<file path="config.mk">
export PLATFORM = sky130hd
export DESIGN_NAME = preload_timebase
export DESIGN_NICKNAME = d
export VERILOG_FILES = /design/src/rtl/tmb_pkg.sv /design/src/rtl/tmb_shadow.sv /design/src/rtl/tmb_presc.sv /design/src/rtl/tmb_count.sv /design/src/rtl/tmb_regs.sv /design/src/rtl/preload_timebase.sv
export SDC_FILE = /design/constraint.sdc
export NUM_CORES = 1
export LEC_CHECK = 0
export BUFFER_PORTS_ARGS = -buffer_cell sky130_fd_sc_hd__buf_4
export CORE_MARGIN = 10
export CORE_UTILIZATION = 60
export CTS_BUF_LIST = sky130_fd_sc_hd__clkbuf_16
export CTS_CLUSTER_DIAMETER = 100
export CTS_CLUSTER_SIZE = 40
export DETAILED_ROUTE_END_ITERATION = 10
export PLACE_DENSITY_LB_ADDON = 0.12
export SYNTH_ARGS = -nofsm -noshare
export SYNTH_HDL_FRONTEND = slang
export SYNTH_SLANG_ARGS = --single-unit
</file>
<file path="constraint.sdc">
create_clock -name clk -period 2.6 [get_ports clk]
set_input_delay 0.26 -clock clk [delete_from_list [all_inputs] [get_ports clk]]
set_output_delay 0.26 -clock clk [all_outputs]
set_load 0.01 [all_outputs]
</file>
<file path="src/rtl/tmb_pkg.sv">
package tmb_pkg;

    localparam int unsigned ADDR_W  = 3;
    localparam int unsigned SEL_DIV = 0;
    localparam int unsigned SEL_TOP = 1;
    localparam int unsigned NUM_SEL = 2;

    typedef enum logic [ADDR_W-1:0] {
        RA_CTRL  = 3'd0,
        RA_STAT  = 3'd1,
        RA_EVT   = 3'd2,
        RA_COUNT = 3'd3,
        RA_DIV   = 3'd4,
        RA_TOP   = 3'd5
    } reg_addr_e;

    // control word, bit 0 = run, bit 1 = update block, bit 2 = irq enable
    typedef struct packed {
        logic irq_en;
        logic block;
        logic run;
    } ctrl_t;

    localparam int unsigned CTRL_W     = $bits(ctrl_t);
    localparam ctrl_t       CTRL_RESET = '{irq_en: 1'b0, block: 1'b0, run: 1'b0};

    function automatic logic wr_hit(input logic we,
                                    input logic [ADDR_W-1:0] a,
                                    input reg_addr_e r);
        return we && (a == r);
    endfunction

endpackage

</file>
<file path="src/rtl/tmb_shadow.sv">
module tmb_shadow #(
    parameter int unsigned W   = 16,
    parameter logic [W-1:0] RST = '0
) (
    input  logic         clk,
    input  logic         rst,
    input  logic         load,
    input  logic [W-1:0] d,
    output logic [W-1:0] q
);

    always_ff @(posedge clk) begin
        if (rst) begin
            q <= RST;
        end else if (load) begin
            q <= d;
        end
    end

endmodule

</file>
<file path="src/rtl/tmb_presc.sv">
module tmb_presc #(
    parameter int unsigned W = 16
) (
    input  logic         clk,
    input  logic         rst,
    input  logic         run,
    input  logic         restart,
    input  logic [W-1:0] div_act,
    output logic         tick
);

    logic [W-1:0] pcnt_q;
    logic         at_end;

    assign at_end = (pcnt_q == div_act);
    assign tick   = run & at_end;

    always_ff @(posedge clk) begin
        if (rst) begin
            pcnt_q <= '0;
        end else if (restart) begin
            pcnt_q <= '0;
        end else if (run) begin
            pcnt_q <= at_end ? '0 : pcnt_q + 1'b1;
        end
    end

endmodule

</file>
<file path="src/rtl/tmb_count.sv">
module tmb_count #(
    parameter int unsigned W = 16
) (
    input  logic         clk,
    input  logic         rst,
    input  logic         tick,
    input  logic         clear,
    input  logic         wr,
    input  logic [W-1:0] wdata,
    input  logic [W-1:0] top_act,
    output logic [W-1:0] count,
    output logic         wrap
);

    logic at_top;

    assign at_top = (count == top_act);
    // a software count write in the same cycle cancels the wrap event
    assign wrap   = tick & at_top & ~wr;

    always_ff @(posedge clk) begin
        if (rst) begin
            count <= '0;
        end else if (wr) begin
            count <= wdata;
        end else if (clear) begin
            count <= '0;
        end else if (tick) begin
            count <= at_top ? '0 : count + 1'b1;
        end
    end

endmodule

</file>
<file path="src/rtl/tmb_regs.sv">
module tmb_regs
    import tmb_pkg::*;
#(
    parameter int unsigned W = 16
) (
    input  logic                       clk,
    input  logic                       rst,
    input  logic                       bus_we,
    input  logic [ADDR_W-1:0]          bus_addr,
    input  logic [CTRL_W-1:0]          wdata_lo,
    input  logic [W-1:0]               count,
    input  logic [NUM_SEL-1:0][W-1:0]  pre_q,
    input  logic                       upd_evt,
    output logic [W-1:0]               bus_rdata,
    output ctrl_t                      ctrl_q,
    output logic                       flag_q,
    output logic [NUM_SEL-1:0]         pre_wr,
    output logic                       cnt_wr,
    output logic                       sw_strobe
);

    logic ctrl_wr;
    logic stat_wr;

    assign ctrl_wr          = wr_hit(bus_we, bus_addr, RA_CTRL);
    assign stat_wr          = wr_hit(bus_we, bus_addr, RA_STAT);
    assign cnt_wr           = wr_hit(bus_we, bus_addr, RA_COUNT);
    assign sw_strobe        = wr_hit(bus_we, bus_addr, RA_EVT) & wdata_lo[0];
    assign pre_wr[SEL_DIV]  = wr_hit(bus_we, bus_addr, RA_DIV);
    assign pre_wr[SEL_TOP]  = wr_hit(bus_we, bus_addr, RA_TOP);

    always_ff @(posedge clk) begin
        if (rst) begin
            ctrl_q <= CTRL_RESET;
        end else if (ctrl_wr) begin
            ctrl_q <= ctrl_t'(wdata_lo);
        end
    end

    // set by an update event wins over a clearing write in the same cycle
    always_ff @(posedge clk) begin
        if (rst) begin
            flag_q <= 1'b0;
        end else if (upd_evt) begin
            flag_q <= 1'b1;
        end else if (stat_wr && !wdata_lo[0]) begin
            flag_q <= 1'b0;
        end
    end

    always_comb begin
        bus_rdata = '0;
        case (bus_addr)
            RA_CTRL:  bus_rdata = {{(W-CTRL_W){1'b0}}, ctrl_q};
            RA_STAT:  bus_rdata = {{(W-1){1'b0}}, flag_q};
            RA_COUNT: bus_rdata = count;
            RA_DIV:   bus_rdata = pre_q[SEL_DIV];
            RA_TOP:   bus_rdata = pre_q[SEL_TOP];
            default:  bus_rdata = '0;
        endcase
    end

endmodule

</file>
<file path="src/rtl/preload_timebase.sv">
module preload_timebase
    import tmb_pkg::*;
#(
    parameter int unsigned W = 16
) (
    input  logic              clk,
    input  logic              rst,
    input  logic              bus_we,
    input  logic [ADDR_W-1:0] bus_addr,
    input  logic [W-1:0]      bus_wdata,
    output logic [W-1:0]      bus_rdata,
    output logic              upd_pulse,
    output logic              irq
);

    ctrl_t                      ctrl_q;
    logic                       flag_q;
    logic                       cnt_wr;
    logic                       sw_strobe;
    logic                       strobe_ok;
    logic                       tick;
    logic                       wrap;
    logic                       upd_evt;
    logic [W-1:0]               count_q;
    logic [W-1:0]               psc_act;
    logic [W-1:0]               arr_act;
    logic [NUM_SEL-1:0]         pre_wr;
    logic [NUM_SEL-1:0][W-1:0]  pre_q;
    logic [NUM_SEL-1:0][W-1:0]  act_q;

    assign strobe_ok = sw_strobe & ~ctrl_q.block;
    assign upd_evt   = (wrap & ~ctrl_q.block) | strobe_ok;
    assign psc_act   = act_q[SEL_DIV];
    assign arr_act   = act_q[SEL_TOP];
    assign irq       = flag_q & ctrl_q.irq_en;

    tmb_regs #(.W(W)) u_regs (
        .clk       (clk),
        .rst       (rst),
        .bus_we    (bus_we),
        .bus_addr  (bus_addr),
        .wdata_lo  (bus_wdata[CTRL_W-1:0]),
        .count     (count_q),
        .pre_q     (pre_q),
        .upd_evt   (upd_evt),
        .bus_rdata (bus_rdata),
        .ctrl_q    (ctrl_q),
        .flag_q    (flag_q),
        .pre_wr    (pre_wr),
        .cnt_wr    (cnt_wr),
        .sw_strobe (sw_strobe)
    );

    // staged and working copy for each buffered setting
    for (genvar g = 0; g < NUM_SEL; g++) begin : g_buf
        localparam logic [W-1:0] RSTV = (g == SEL_TOP) ? {W{1'b1}} : {W{1'b0}};

        tmb_shadow #(.W(W), .RST(RSTV)) u_stage (
            .clk  (clk),
            .rst  (rst),
            .load (pre_wr[g]),
            .d    (bus_wdata),
            .q    (pre_q[g])
        );

        tmb_shadow #(.W(W), .RST(RSTV)) u_work (
            .clk  (clk),
            .rst  (rst),
            .load (upd_evt),
            .d    (pre_q[g]),
            .q    (act_q[g])
        );
    end

    tmb_presc #(.W(W)) u_presc (
        .clk     (clk),
        .rst     (rst),
        .run     (ctrl_q.run),
        .restart (upd_evt),
        .div_act (psc_act),
        .tick    (tick)
    );

    tmb_count #(.W(W)) u_count (
        .clk     (clk),
        .rst     (rst),
        .tick    (tick),
        .clear   (strobe_ok),
        .wr      (cnt_wr),
        .wdata   (bus_wdata),
        .top_act (arr_act),
        .count   (count_q),
        .wrap    (wrap)
    );

    always_ff @(posedge clk) begin
        if (rst) begin
            upd_pulse <= 1'b0;
        end else begin
            upd_pulse <= upd_evt;
        end
    end

endmodule

</file>
==> Word-level counts from Yosys, hierarchy flattened <==
Cells that the tools add are included.
{ "classes": {"addsub": 2, "multipliers": 0, "n_div": 0, "n_lt_le_gt_ge": 0, "eq_ne": 7, "shift": 0, "mux": 8, "bitwise": 10, "n_reduce_logical": 12} }
{ "ops": {"columns": ["op", "n"], "rows": [
  ["16-bit two-way mux", 5],
  ["16-bit case mux with 5 select lines", 1],
  ["16-bit by 1-bit adder with 16-bit output (second input constant)", 2],
  ["16-bit == test", 2],
  ["1-bit AND", 7],
  ["1-bit logical AND", 7],
  ["3-bit by 2-bit == test with 1-bit output (second input constant)", 2],
  ["3-bit == test (second input constant)", 2],
  ["3-bit by 1-bit == test with 1-bit output (second input constant)", 1],
  ["3-bit logical NOT", 1],
  ["3-bit nonzero test", 1],
  ["1-bit two-way mux", 2],
  ["1-bit NOT", 2],
  ["2-bit nonzero test", 1],
  ["2-bit OR reduction", 1],
  ["1-bit logical NOT", 1],
  ["1-bit OR", 1]
]} }
{ "word_totals": {"reg_bits": 101, "latchBits": 0, "mem_bits_rw": 0, "romBits": 0, "out_inout_bits": 18, "word_cells": 50, "memories": 0} }

==> Depth between registers and ports, before layout <==
Gate-level depths: netlist of the first run.
{ "logic_depth": {"word_depth": 7, "mapped_depth": 8, "ltp_nobuf": 7} }

==> By module <==
A second synthesis of the first run with hierarchy kept.
{ "unflattened": {"hier_cells": 548, "hier_area_um2": 5161.2} }
{ "by_module_without_submodules": {"columns": ["mod", "instances", "cells_per_inst", "area_per_inst_um2"], "rows": [
  ["tmb_count", 1, 161, 1255.0],
  ["tmb_shadow at g_buf[1].u_stage ...", 2, 53, 599.3],
  ["tmb_shadow at g_buf[0].u_stage ...", 2, 52, 580.6],
  ["tmb_presc", 1, 103, 885.8],
  ["tmb_regs", 1, 68, 608.1],
  ["preload_timebase", 1, 6, 52.6]
]} }

==> Worst setup path after synthesis of the first run <==
No wires, ideal clock.
{ "synth_timing": {"path_kind": "reg-to-reg", "from": "register u_count.count[5]", "to": "register g_buf[1].u_work.q[0]", "setup_ns": 0.120, "arrival_time_ns": 1.612, "slack_ns": 0.868, "stages_incl_launch_ff": 9, "synth_period_minus_slack_ns": 1.732, "path_cell_list": "dfxtp_1 > buf_2 > xnor2_1 > nand4_1 > nor4_4 > a31oi_1 > buf_4 > buf_6 > mux2i_1"} }
{ "synth_between": {"elab_chain_len": 5} }
{ "synth_rtl": {"columns": ["element", "line", "source"], "rows": [
  ["from (decl)", "tmb_count.sv:11", "output logic [W-1:0] count,"],
  ["from (signal assigned)", "tmb_count.sv:25", "count <= wdata;"],
  ["from (signal assigned)", "tmb_count.sv:29", "count <= at_top ? '0 : count + 1'b1;"],
  ["16-bit == test", "tmb_count.sv:17", "assign at_top = (count == top_act);"],
  ["1-bit AND (2 in series)", "tmb_count.sv:19", "assign wrap = tick & at_top & ~wr;"],
  ["1-bit AND", "preload_timebase.sv:32", "assign upd_evt = (wrap & ~ctrl_q.block) | strobe_ok;"],
  ["1-bit OR", "preload_timebase.sv:32", null],
  ["to (signal assigned)", "tmb_shadow.sv:14", "q <= RST;"],
  ["to (signal assigned)", "tmb_shadow.sv:16", "q <= d;"],
  ["to (decl)", "tmb_shadow.sv:9", "output logic [W-1:0] q"]
]} }
No other way between the ends.
A chain may end at the register's enable or synchronous reset.

==> Worst setup path in the final report of the first run <==
{ "layout_timing": {"from": "register u_presc.pcnt_q[8]", "to": "register u_presc.pcnt_q[2]"} }
{ "layout_between": {"elab_chain_len": 7, "word_cells_on_any_way": 8, "cone_classes": "eq/ne: 1; mux: 1; bitwise: 5; reduce/logical: 1"} }
{ "layout_rtl": {"columns": ["element", "line", "source"], "rows": [
  ["from (decl)", "tmb_presc.sv:12", "logic [W-1:0] pcnt_q;"],
  ["from (signal assigned)", "tmb_presc.sv:24", "pcnt_q <= at_end ? '0 : pcnt_q + 1'b1;"],
  ["16-bit == test *", "tmb_presc.sv:15", "assign at_end = (pcnt_q == div_act);"],
  ["1-bit AND", "tmb_presc.sv:16", "assign tick = run & at_end;"],
  ["1-bit AND (2 in series)", "tmb_count.sv:19", null],
  ["1-bit AND", "preload_timebase.sv:32", null],
  ["1-bit OR", "preload_timebase.sv:32", null],
  ["2-bit OR reduction (no source line)", null, null]
]} }
Mark *: on every way between the ends. The rest lies on a longest branch, timed or not.

==> results_dict.tcl, run 1 <==
set metrics [dict create \
    grtUsageTotal_pct 22.14 \
    async_flop_share_pct 0 \
    cpMostUsedCell "nor2_1" \
    fp.dieArea_um2 12540 \
    core-area_um2 8217 \
    vdd_drop_max_mv 0.4355 \
    min_period_ns 2.211 \
    startpoint "u_presc.pcnt_q[8]" \
    relSlewSlack_pct 36.65 \
    wire_per_inst_um 18.49 \
    hold-worst-slack_ns 0.1676 \
    crit_path_start_kind "register" \
    stdcell_count 756 \
    cts-root-buf "clkbuf_16" \
    vias_per_cell 6.087 \
    fin_nets 670 \
    synthFlopType "dfxtp_1" \
    cp_data_arrival_time_ns 2.42 \
    drcViolationCount 0 \
    synth.distinct_cells 45 \
    ctsHoldBuffers 0 \
    dp_cells 740 \
    vias 4602 \
    gr-total-overflow 0 \
    syn_area_per_cell_um2 8.036 \
    antenna_left 0 \
    drv_cap 0 \
    clk_latency_ns 0.34 \
    clock_path_buffers 2 \
    status "complete, no violations" \
    yosysSeqAreaShare_pct 39.81 \
    routed_wl_um 13980 \
    end_kind "register" \
    cp_max_fo 16 \
    diodes 0 \
    fp.dieH_um 112 \
    synthCells 632 \
    maxSlewViolCount 0 \
    p_leak_nw 2.433 \
    num_rows 33 \
    cts_setup_buffers 0 \
    min_path_type "in2reg" \
    rrSetupSlack_ns 0.39 \
    grt_antenna_before_repair 0 \
    clock_skew_ns 0.007213 \
    cts_buffers 9 \
    grt_pass1_vias 4584 \
    cts_resized 0 \
    fmax_mhz 452.2 \
    synth-seq-cells 101 \
    reg2reg_depth 6 \
    power_mw 3.103 \
    path_class "reg2reg" \
    drive_gt1_share_pct 11.67 \
    r2r_end "u_presc.pcnt_q[2]" \
    clk_pin_slew_ns 0.07 \
    period_share_pct 85.06 \
    die-width_um 112 \
    cts_tree "yes" \
    powerDensity_nw_per_um2 548.6 \
    hold_depth 3 \
    setup_viol 0 \
    clkSinkCount 101 \
    rsz0062_at_grt "no" \
    htreeDepth 3 \
    area_growth_pct 11.38 \
    syn_nets 656 \
    port_buffers 39 \
    netlist_area_um2 5079 \
    grt_max_degree 38 \
    drt_iter0_markers 372 \
    hpwl_um 9772 \
    ios 40 \
    crit_chain "xor2_1, nor4_1, nand4_1, nor2_1, or3_1, nor2_1" \
    firstDrtPassIters 7 \
    ys_warn_count 0 \
    finalSetupTns_ns 0 \
    hold_violations 0 \
    start_util_pct 61.81 \
    worstMarginPinSlew_ns 0.9371 \
    cp-endpoint "u_presc.pcnt_q[2]" \
    grt_pass1_wl_um 23350 \
    cp_slowest_stage_delay_ns 0.51 \
    cp.required_ns 2.81 \
    synth-edff-count 0 \
    cpMaxStageDelayCell "or3_1" \
    r2r_start "u_presc.pcnt_q[8]" \
    routabilityCongestion 0.8731 \
]
where the power goes:
part           total, mW  internal [mW]  switching [mW]
sequential          1.59           1.57          0.0210
clock               1.25          0.653           0.599
combinational      0.264         0.0998           0.165
total               3.10           2.32           0.785
metrics by stage:
| stage | area, um2 | util, % | setup WS, ns |
|---|---|---|---|
| after floorplan | 5079 | - | 0.8678 |
| after global placement | 5384 | 65.52 | 0.5034 |
| after detailed placement | 5384 | 65.52 | 0.4091 |
| after CTS | 5657 | 68.84 | 0.3802 |
| after global routing | 5657 | 68.84 | 0.1725 |
| final | 5657 | 68.84 | 0.3885 |
cells in the mapped netlist, types with 2 or more instances:
cell type	instances	area share [%]
xor2_1	26	4.5
nor2_1	66	4.9
ha_1	2	0.49
xnor2_1	21	3.6
or3_1	2	0.25
o32ai_1	3	0.52
a211oi_1	4	0.59
a21oi_1	36	3.5
and2_1	3	0.37
nand3_1	30	3.0
nor4_1	4	0.49
buf_1	2	0.15
a22oi_1	4	0.59
mux2i_1	37	7.3
and3_1	6	0.74
buf_6	3	0.67
o41ai_1	7	1.2
a22o_1	27	4.7
o211ai_1	2	0.30
nand4_1	11	1.4
a31oi_1	3	0.37
o21ai_0	13	1.3
inv_1	4	0.30
buf_2	17	1.7
nand2_1	136	10
nor4b_1	3	0.52
dfxtp_1	101	40
mux2_2	2	0.44
clkbuf_1	26	1.9
and4_1	3	0.52
nor2b_1	6	0.74
or2_2	2	0.25
nor3_1	7	0.69
o31ai_1	2	0.30
kinds of logic (layout without fill, tap and decap cells):
| group | count (synthesis) | after routing | share of synthesized area (%) |
|---|---|---|---|
| flops | 101 | 101 | 39.81 |
| compound gates | 106 | 106 | 14.17 |
| xor+xnor | 47 | 47 | 8.106 |
| buf+inv | 54 | 73 | 4.927 |
| fa+ha+maj | 2 | 2 | 0.4927 |
| mux | 39 | 39 | 7.736 |
| simple gates | 283 | 283 | 24.76 |
sequential cells by signal, summed over array words and instances (netlist names):
signal,cells
u_regs.flag_q,1
upd_pulse,1
g_buf.u_work.q,32
u_regs.ctrl_q,3
u_count.count,16
u_presc.pcnt_q,16
g_buf.u_stage.q,32
critical path: cells and delay by family (launching register included):
family / cells / cell delay, ns
simple gates: 5 / 1.52
xor+xnor: 1 / 0.11
flops: 1 / 0.44
final cells by class:
class / instances / area (um2)
inverters: 5 / 18.77
well taps: 105 / 131.4
multi-input cells: 477 / 2821
clock inverters: 7 / 47.55
fillers: 718 / 2560
clock buffers: 9 / 225.2
repair buffers: 52 / 390.4
flip-flops and latches: 101 / 2022
cells in the final DEF, fill, tap and decap left out, types with 13 or more instances in the layout:
master	instances
nand2_1	136
dfxtp_1	101
nor2_1	66
buf_4	52
mux2i_1	37
a21oi_1	36
nand3_1	30
a22o_1	27
xor2_1	26
xnor2_1	21
o21ai_0	13
per-layer routing:
metal	routed length, um	track usage (%)
met2	6779	37.18
met1	6291	28.27
met3	736	4.455
met5	0	0
met4	170	5.668
worst min path at each step:
stage	slack (ns)	endpoint	start
2_1_floorplan	0.38	g_buf[1].u_stage.q[0]	bus_wdata[0]
3_3_place_gp	0.46	g_buf[0].u_stage.q[7]	g_buf[0].u_stage.q[7]
3_5_place_dp	0.46	g_buf[0].u_stage.q[6]	g_buf[0].u_stage.q[6]
4_1_cts	0.16	g_buf[1].u_stage.q[5]	bus_wdata[5]
5_1_grt	0.18	g_buf[1].u_stage.q[12]	bus_wdata[12]
6_report	0.17	g_buf[1].u_stage.q[9]	bus_wdata[9]
No activity file was read; power rests on OpenSTA's default activity.
==> run 2, diff against run 1 <==
--- a/config.mk
+++ b/config.mk
@@ -5,6 +5,7 @@
 export SDC_FILE = /design/constraint.sdc
 export NUM_CORES = 1
 export LEC_CHECK = 0
+export ABC_AREA = 1
 export BUFFER_PORTS_ARGS = -buffer_cell sky130_fd_sc_hd__buf_4
 export CORE_MARGIN = 10
 export CORE_UTILIZATION = 60
==> constraint.sdc (replaced) <==
create_clock -name clk -period 2.6 [get_ports clk]
set_input_delay 0.13 -clock clk [delete_from_list [all_inputs] [get_ports clk]]
set_output_delay 0.13 -clock clk [all_outputs]
set_load 0.01 [all_outputs]
==> run 2 against run 1 <==
- synthesized cell count increased by 43%
- wire length grew 13%
- clock-buffer cell count unchanged
- worst hold slack got worse by 0.15 ns
- register-to-register slack better by 0.19 ns
- via count grew 29%
- final area increased by 14%
- global-route usage up 0.46 points
- critical endpoint is now g_buf[1].u_work.q[3]
- largest power group unchanged
==> results_dict.tcl, run 2 <==
set metrics [dict create \
    top_regs "g_buf.u_stage.q: 32 flops, g_buf.u_work.q: 32 flops" \
    port_buffers 39 \
    startpoint "u_presc.pcnt_q[14]" \
    cts_buffers 9 \
    grt_util_met3_pct 4.029 \
    grt_util_met1_pct 28.02 \
    stdcell_count 1061 \
    synth-edff-count 0 \
    cts_setup_buffers 0 \
    seq_area_um2 2022 \
    grt_max_degree 75 \
    htreeDepth 3 \
    start_util_pct 61.70 \
    use_met2_pct 37.83 \
    hpwl_um 11310 \
    maxSlewViolCount 0 \
    fmax_mhz 495.8 \
    async_flop_share_pct 0 \
    drcViolationCount 0 \
    cp_data_arrival_time_ns 2.23 \
    yosys-top-cells-count "nand2_1 (253), nor2_1 (105), dfxtp_1 (101)" \
    clk_latency_ns 0.35 \
    cpMaxStageDelayCell "dfxtp_1" \
    cp_max_fo 24 \
    drive_gt1_share_pct 11.48 \
    syn_nets 928 \
    hold_depth 3 \
    dp_cells 1044 \
    layout_common_cells "nand2_1 (253), nor2_1 (105), dfxtp_1 (101)" \
    path_buf_inv 3 \
    crit_chain "inv_2, nand2_1, o21ai_1, nor2_1, nand2_1, nor2_1, inv_2, nor2_1, nand2_4, buf_4, nand3_1, nand3_1" \
    netlist_area_um2 5728 \
    firstDrtPassIters 5 \
    antenna_left 0 \
    synth-seq-cells 101 \
    cp_slowest_stage_delay_ns 0.38 \
    clk_pin_slew_ns 0.07 \
    synth.most_common_cell "nand2_1" \
    diodes 0 \
    final_common_cell "nand2_1" \
    grtUsageTotal_pct 22.59 \
    clock_path_buffers 2 \
    cts-root-buf "clkbuf_16" \
    ios 40 \
    grt_pass1_vias 5626 \
    clock_skew_ns 0.007036 \
    worstMarginPinSlew_ns 0.6767 \
    synthTopCellsByArea "dfxtp_1 (35%), nand2_1 (17%), nand3_1 (7.2%)" \
    period_share_pct 77.57 \
    hold-worst-slack_ns 0.01924 \
    relSlewSlack_pct 54.82 \
    cpMostUsedCell "nor2_1" \
    synth.distinct_cells 35 \
    finalSetupTns_ns 0 \
    fp.dieH_um 117.7 \
    core-area_um2 9284 \
    num-fill-cells 837 \
    grt_pass1_wl_um 26890 \
    rsz0062_at_grt "no" \
    wire_per_inst_um 14.93 \
    vias 5937 \
    p_leak_nw 3.116 \
    grt_antenna_before_repair 0 \
    clkSinkCount 101 \
    min_path_type "in2reg" \
    multi_input_area_um2 3030 \
    syn_area_per_cell_um2 6.336 \
    critPathTopFamily "simple AND/OR/NAND/NOR gates" \
    ctsHoldBuffers 1 \
    yosysTopAreaCell "dfxtp_1" \
    gr-total-overflow 0 \
    synthCells 904 \
    routed_wl_um 15840 \
    synthFlopType "dfxtp_1" \
    end_kind "register" \
    hold_violations 0 \
    drt_iter0_markers 663 \
    cts_resized 0 \
    drv_cap 0 \
    min_from "bus_wdata[8]" \
    vdd_drop_max_mv 0.3972 \
    cp.required_ns 2.81 \
    cts_tree "yes" \
    r2r_start "u_presc.pcnt_q[14]" \
    path_class "reg2reg" \
    area_growth_pct 12.28 \
    grt_busiest_layer "met2" \
    yosysSeqAreaShare_pct 35.30 \
    vias_per_cell 5.596 \
    die-width_um 117.7 \
    ys_warn_count 0 \
    fp.dieArea_um2 13850 \
    cp.depth 12 \
    num_rows 35 \
    powerDensity_nw_per_um2 540.4 \
    fin_nets 951 \
    crit_path_start_kind "register" \
    status "complete, no violations" \
    setup_viol 0 \
    reg2reg_depth 12 \
    routabilityCongestion 0.9169 \
    min_period_ns 2.017 \
    yosysTopAreaCellShare_pct 35.30 \
]
run 2: cell types whose count changed in the layout (fill, tap and decap cells not counted), moves of 20 or more:
cell / before / now
mux2i_1: 37 / 0
nand3_1: 30 / 82
inv_2: 1 / 29
nand4_1: 11 / 31
nand2_1: 136 / 253
nor2_1: 66 / 105
a22o_1: 27 / 0
inv_1: 4 / 98
run 2: path summary, 6_finish.rpt:
check / slack (ns) / endpoint
worst min-delay path: 0.02 / g_buf[1].u_stage.q[8]
worst max register to register: 0.58 / g_buf[1].u_work.q[3]
worst max-delay path: 0.58 / g_buf[1].u_work.q[3]
worst min register to register: 0.47 / g_buf[0].u_work.q[15]
run 2: area by class of cell:
type	count	area share, %
multi-input combinational	633	47.12
sequential	101	31.44
inverter	130	7.588
timing repair buffer	52	6.304
clock buffer	9	3.502
tap	129	2.510
clock inverter	7	1.537
run 2: power breakdown:
part	leakage, nW	total [mW]	internal (mW)	switching [mW]
Clock	0.156	1.47	0.849	0.626
Sequential	0.820	1.64	1.59	0.0454
Combinational	2.14	0.363	0.133	0.230
run 2: cell families after synthesis:
| group | share of synthesized area (%) |
|---|---|
| AOI/OAI and AO/OA | 11.23 |
| xor gates and xnor gates | 3.058 |
| adders and majority gates | 0.4368 |
| buffers and inverters | 11.80 |
| DFF | 35.30 |
| and+or+nand+nor | 38.18 |
run 2: metal layers:
| layer | part of all wire [%] | up-vias | wire length (um) |
|---|---|---|---|
| li1 | - | 2946 | - |
| met1 | 42 | 2694 | 6671 |
| met4 | 3.2 | 0 | 500 |
| met3 | 7.5 | 40 | 1191 |
| met5 | 0 | - | 0 |
| met2 | 47 | 257 | 7478 |
run 2: worst min-delay path, delay by kind of cell:
family	cells	cell delay, ns
buffers and inverters	1	0.10
AND/OR/NAND/NOR	2	0.11
run 2: stage by stage:
step                instance area (um2)  util (%)  total power [mW]  setup slack (ns)
floorplan                          5728         -             1.892             1.030
global placement                   6097     65.67             2.018            0.6730
detailed placement                 6097     65.67             2.027            0.6460
CTS                                6431     69.27             3.484            0.5990
global route                       6431     69.27             3.600            0.3454
finish                             6431     69.27             3.475            0.5831
